File: config.mk
export PLATFORM = sky130hd
export DESIGN_NAME = pmt_translator
export DESIGN_NICKNAME = d
export VERILOG_FILES = /design/src/rtl/pmt_pkg.sv /design/src/rtl/pmt_page_file.sv /design/src/rtl/pmt_region_decode.sv /design/src/rtl/pmt_lane_steer.sv /design/src/rtl/pmt_translator.sv
export SDC_FILE = /design/constraint.sdc
export NUM_CORES = 1
export LEC_CHECK = 0
export BUFFER_PORTS_ARGS = -buffer_cell sky130_fd_sc_hd__buf_2
export CAP_MARGIN = 0
export CORE_MARGIN = 1.5
export CORE_UTILIZATION = 53
export DETAILED_ROUTE_END_ITERATION = 7
export HOLD_SLACK_MARGIN = 0.1
export PLACE_DENSITY = 0.76
export SLEW_MARGIN = 20
export SYNTH_ARGS = -nofsm -noshare
export SYNTH_HDL_FRONTEND = slang
export SYNTH_SLANG_ARGS = --single-unit
File: constraint.sdc
create_clock -name clk -period 2.76 [get_ports clk]
set_clock_uncertainty 0.05 [all_clocks]
set_input_delay 0.552 -clock clk [delete_from_list [all_inputs] [get_ports clk]]
set_output_delay 0.552 -clock clk [all_outputs]
set_load 0.01 [all_outputs]
File: src/rtl/pmt_pkg.sv
`timescale 1ns/1ps
package pmt_pkg;
  typedef enum logic [1:0] {
    RGN_NONE = 2'd0,
    RGN_RAM  = 2'd1,
    RGN_IO   = 2'd2,
    RGN_ROM  = 2'd3
  } region_e;
endpackage

File: src/rtl/pmt_page_file.sv
`timescale 1ns/1ps
module pmt_page_file #(
  parameter int PAGE_W = 4,
  parameter int BANK_W = 8
) (
  input  logic              clk,
  input  logic              rst_n,
  input  logic              wr_en,
  input  logic [PAGE_W-1:0] wr_idx,
  input  logic [BANK_W-1:0] wr_bank,
  input  logic [PAGE_W-1:0] rd_idx,
  output logic [BANK_W-1:0] rd_bank
);
  localparam int NUM_PAGES = 1 << PAGE_W;

  logic [BANK_W-1:0] bank_q [NUM_PAGES];

  // One register per page; reset value makes the map an identity map.
  for (genvar g = 0; g < NUM_PAGES; g++) begin : g_page
    always_ff @(posedge clk or negedge rst_n) begin
      if (!rst_n)
        bank_q[g] <= BANK_W'(g);
      else if (wr_en && wr_idx == PAGE_W'(g))
        bank_q[g] <= wr_bank;
    end
  end

  assign rd_bank = bank_q[rd_idx];
endmodule

File: src/rtl/pmt_region_decode.sv
`timescale 1ns/1ps
module pmt_region_decode
  import pmt_pkg::*;
#(
  parameter int                 LADDR_W  = 16,
  parameter int                 PAGE_W   = 4,
  parameter logic [LADDR_W-1:0] IO_BASE  = 16'h8000,
  parameter logic [LADDR_W-1:0] IO_LAST  = 16'h9FFF,
  parameter logic [LADDR_W-1:0] ROM_BASE = 16'hE000
) (
  input  logic [LADDR_W-1:0] addr,
  input  logic               rnw,
  input  logic               valid,
  output region_e            region,
  output logic               map_wr
);
  localparam logic [LADDR_W-1:0] MAP_BASE = {LADDR_W{1'b1}} << PAGE_W;

  logic in_io, in_rom;

  assign in_io  = (addr >= IO_BASE) && (addr <= IO_LAST);
  assign in_rom = (addr >= ROM_BASE);
  assign map_wr = valid && !rnw && (addr >= MAP_BASE);

  always_comb begin
    if (!valid)      region = RGN_NONE;
    else if (in_io)  region = RGN_IO;
    else if (in_rom) region = rnw ? RGN_ROM : RGN_NONE;
    else             region = RGN_RAM;
  end
endmodule

File: src/rtl/pmt_lane_steer.sv
`timescale 1ns/1ps
module pmt_lane_steer #(
  parameter int RAM_AW = 18
) (
  input  logic [RAM_AW-1:0] ram_byte_addr,
  input  logic              ram_sel,
  input  logic              rnw,
  input  logic              wr_phase,
  output logic [RAM_AW-2:0] sram_addr,
  output logic              lane_lo,
  output logic              lane_hi,
  output logic              ram_wr
);
  logic lane_bit;

  // Top bit of the installed range picks the half of the 16-bit bus.
  assign lane_bit  = ram_byte_addr[RAM_AW-1];
  assign sram_addr = ram_byte_addr[RAM_AW-2:0];
  assign lane_lo   = ram_sel && !lane_bit;
  assign lane_hi   = ram_sel &&  lane_bit;
  assign ram_wr    = ram_sel && !rnw && wr_phase;
endmodule

File: src/rtl/pmt_translator.sv
`timescale 1ns/1ps
module pmt_translator
  import pmt_pkg::*;
#(
  parameter int LADDR_W = 16,
  parameter int PAGE_W  = 4,
  parameter int BANK_W  = 8,
  parameter int RAM_AW  = 18,
  localparam int OFFS_W  = LADDR_W - PAGE_W,
  localparam int PHYS_W  = BANK_W + OFFS_W,
  localparam int SRAM_AW = RAM_AW - 1
) (
  input  logic               clk,
  input  logic               rst_n,
  input  logic [LADDR_W-1:0] cpu_addr,
  input  logic [BANK_W-1:0]  cpu_wdata,
  input  logic               cpu_rnw,
  input  logic               mem_valid,
  input  logic               wr_phase,
  output logic [PHYS_W-1:0]  phys_addr,
  output logic [SRAM_AW-1:0] sram_addr,
  output logic               ram_sel,
  output logic               ram_wr,
  output logic               rom_sel,
  output logic               io_sel,
  output logic               lane_lo,
  output logic               lane_hi
);
  region_e           region;
  logic              map_wr;
  logic [BANK_W-1:0] bank;

  pmt_region_decode #(.LADDR_W(LADDR_W), .PAGE_W(PAGE_W)) u_dec (
    .addr   (cpu_addr),
    .rnw    (cpu_rnw),
    .valid  (mem_valid),
    .region (region),
    .map_wr (map_wr)
  );

  pmt_page_file #(.PAGE_W(PAGE_W), .BANK_W(BANK_W)) u_pages (
    .clk     (clk),
    .rst_n   (rst_n),
    .wr_en   (map_wr),
    .wr_idx  (cpu_addr[PAGE_W-1:0]),
    .wr_bank (cpu_wdata),
    .rd_idx  (cpu_addr[LADDR_W-1 -: PAGE_W]),
    .rd_bank (bank)
  );

  assign ram_sel = (region == RGN_RAM);
  assign rom_sel = (region == RGN_ROM);
  assign io_sel  = (region == RGN_IO);

  // Fixed windows keep the logical address; only RAM is paged.
  assign phys_addr = ram_sel ? {bank, cpu_addr[OFFS_W-1:0]}
                             : PHYS_W'(cpu_addr);

  pmt_lane_steer #(.RAM_AW(RAM_AW)) u_lane (
    .ram_byte_addr (phys_addr[RAM_AW-1:0]),
    .ram_sel       (ram_sel),
    .rnw           (cpu_rnw),
    .wr_phase      (wr_phase),
    .sram_addr     (sram_addr),
    .lane_lo       (lane_lo),
    .lane_hi       (lane_hi),
    .ram_wr        (ram_wr)
  );
endmodule

==> out/metrics.cfg <==
[clocking]
clockBufferDepth=2
cts_tree=built
clkLatencyLatePin_ns=0.40
cts.sinks=123
cts-root-buf=clkbuf_16
h-tree-depth=4
path_clk_slew_ns=0.05
cts_buffers=17

[critical_path]
crit_fanout=7
worstPathArrival_ns=2.16
critPathKind=input port to output pin
end_kind=output pin
slowest_stage=mux4_2
cp_data_required_time_ns=2.16
start_kind=input port
reg2reg_setup_slack_ns=1.92
slowest_delay_ns=0.51
crit_chain=buf_12 -> buf_12 -> mux4_2 -> mux4_2 -> mux2_4 -> buf_6

[grt]
grt_max_degree=48
antenna_found_initial=0
grt_pass1_vias=4100
grt_usage_pct=24.7
grt_pass1_wl_um=22900
grt_overflow=0

[synthesis]
synth_cell_type_count=43
synth-main-ff-cell=dfrtp_1
syn-num-nets=458
synthArstFlopShare_pct=100
postSynthCellCount=429
synth_edf_count=0
synth-seq-cells=123
synth_commonest_cells=118 x mux2_2, 92 x dfrtp_1, 32 x buf_4
synth_top_area_cell=dfrtp_1
seq_area_frac_synth_pct=49.5
syn_area_um2=6290
yosys.area.top_type_share_pct=36.6
yosys_warnings=0
yosysMostFrequentCell=mux2_2
synthTopCellsByArea=dfrtp_1 37%, mux2_2 21%, dfstp_2 13%, mux4_2 10%, buf_4 3.8%
syn_avg_cell_area_um2=14.7

[route]
drt-vias-per-instance=5.92
drt_iter0_markers=225
drt_wl_total_um=14200
drcViolationCount=2
vias=3833
routedWlPerCell_um=21.9
first_pass_iters=7
ant_nets=0

[finish]
num_antenna_cells=0
area_growth_pct=17.9
fill_cells=819
multi_input_area_um2=2860
regMostFlops=u_pages.bank_q
nNetsFinal=520
post-route-util_pct=64.5
fin_area_um2=7420
reg.largest.list=u_pages.bank_q (123)
drive_gt1_share_pct=67.5
largest_reg_flops=123
seq_area_um2=3120

[place]
hpwlAfterDp_um=9230
placed_area_um2=6750
gp_congestion=0.825
portBuffers=71

[floorplanning]
rows=39
core_area_um2=11500
initial_core_util_pct=54.7
die_h_um=112
ioPinCount=72
die_area_um2=12500
die_w_um=112

[timing]
setup_ws_ns=-0.00242
worst_slew_pin_slew_ns=0.700
drv_slew=0
fmax_mhz=362
finalSetupViolCount=2
rsz0062_at_grt=true
fin_crit_sh_pct=100
hold_violations=0
whs_ns=0.454
period_needed_ns=2.76
relSlewSlack_pct=53.2
setup-tns-final_ns=-0.00445

[run]
maxCapViolations=0

[run_status]
run_status=finished with violations
violations=design-rule violations, negative setup slack

[power]
total_leakage_power_nw=3.60
power.density_nw_per_um2=552
vdd_ir_drop_max_uv=496
power_w=0.00410

[hold_path]
hold_path_class=register to register

-- what timing repair did --
| item | CTS | global route |
|---|---|---|
| endpoints found under the hold margin | 12 | 0 |
| hold buffers | 1 | 0 |
| cloned | 1 | 0 |
| endpoints found under the setup margin | 9 | 6 |
| resized for setup | 12 | 7 |
| buffers inserted | 2 | 0 |
-- path summary, 6_finish.rpt --
kind / start / endpoint / cells after the start
worst max register to register: u_pages.bank_q[72] / u_pages.bank_q[72] / 1
worst min register to register: u_pages.bank_q[110] / u_pages.bank_q[110] / 1
min in group asynchronous: rst_n / u_pages.bank_q[60] / 2
worst min-delay path: u_pages.bank_q[110] / u_pages.bank_q[110] / 1
max in group asynchronous: rst_n / u_pages.bank_q[97] / 3
worst max-delay path: cpu_addr[12] / sram_addr[12] / 6
-- cell type report --
type	instances	share of cell area (%)
multi-input cells	240	38.5
clock inverters	2	0.135
well taps	143	2.41
inverters	6	0.303
flip-flops and latches	123	42.0
repair buffers	103	9.62
clock buffers	30	7.06
-- through the flow --
| step | setup WS [ns] | cells |
|---|---|---|
| 2_1_floorplan | 0.0279 | 429 |
| 3_3_place_gp | -0.0441 | 611 |
| 3_5_place_dp | -0.0641 | 611 |
| 4_1_cts | 0.00168 | 647 |
| 5_1_grt | -0.0316 | 647 |
| 6_report | -0.00242 | 647 |
-- worst max-delay path, delay by kind of cell --
| kind | cells | cell delay, ns |
|---|---|---|
| buf+inv | 3 | 0.33 |
| mux | 3 | 1.27 |
-- layout by cell type (no fill, tap or decap), types with 2 or more instances in the layout --
| cell | count |
|---|---|
| nand2b_1 | 2 |
| nor4_2 | 2 |
| inv_1 | 6 |
| nand4_2 | 4 |
| buf_6 | 3 |
| nor3_1 | 2 |
| clkinv_2 | 2 |
| dfrtp_1 | 92 |
| clkbuf_16 | 17 |
| nor2_1 | 8 |
| buf_4 | 25 |
| nand3_1 | 2 |
| o21ai_0 | 2 |
| mux2_2 | 117 |
| mux4_2 | 28 |
| and3_1 | 4 |
| dfstp_2 | 31 |
| clkbuf_8 | 5 |
| nor2b_1 | 6 |
| mux2_4 | 9 |
| nand3_4 | 10 |
| buf_2 | 67 |
| a211oi_2 | 4 |
| nand2_1 | 8 |
| clkbuf_1 | 8 |
| buf_12 | 6 |
| o211ai_1 | 4 |
| or3_1 | 2 |
| nand3_2 | 2 |
| and2_1 | 2 |
| mux2i_1 | 4 |
-- cells by family after synthesis --
family                    after synthesis  share of synthesized area, %
buffers and inverters                  66                          6.20
xor gates and xnor gates                1                         0.139
DFF                                   123                          49.5
muxes                                 159                          33.8
and+or+nand+nor                        58                          7.67
AOI/OAI and AO/OA                      22                          2.64
-- where the power goes --
part	switching (W)	internal [W]
sequential	0.000000172	0.00181
combinational	0.000195	0.000126
clock	0.000706	0.00126
-- routing by layer --
layer,track usage [%],up-vias,part of all wire [%]
li1,-,1700,-
met1,32.0,1994,41
met2,38.8,110,51
met3,6.70,29,4.8
met4,12.1,0,3.0
met5,0,-,0
Power figures use the tool's default switching activity.
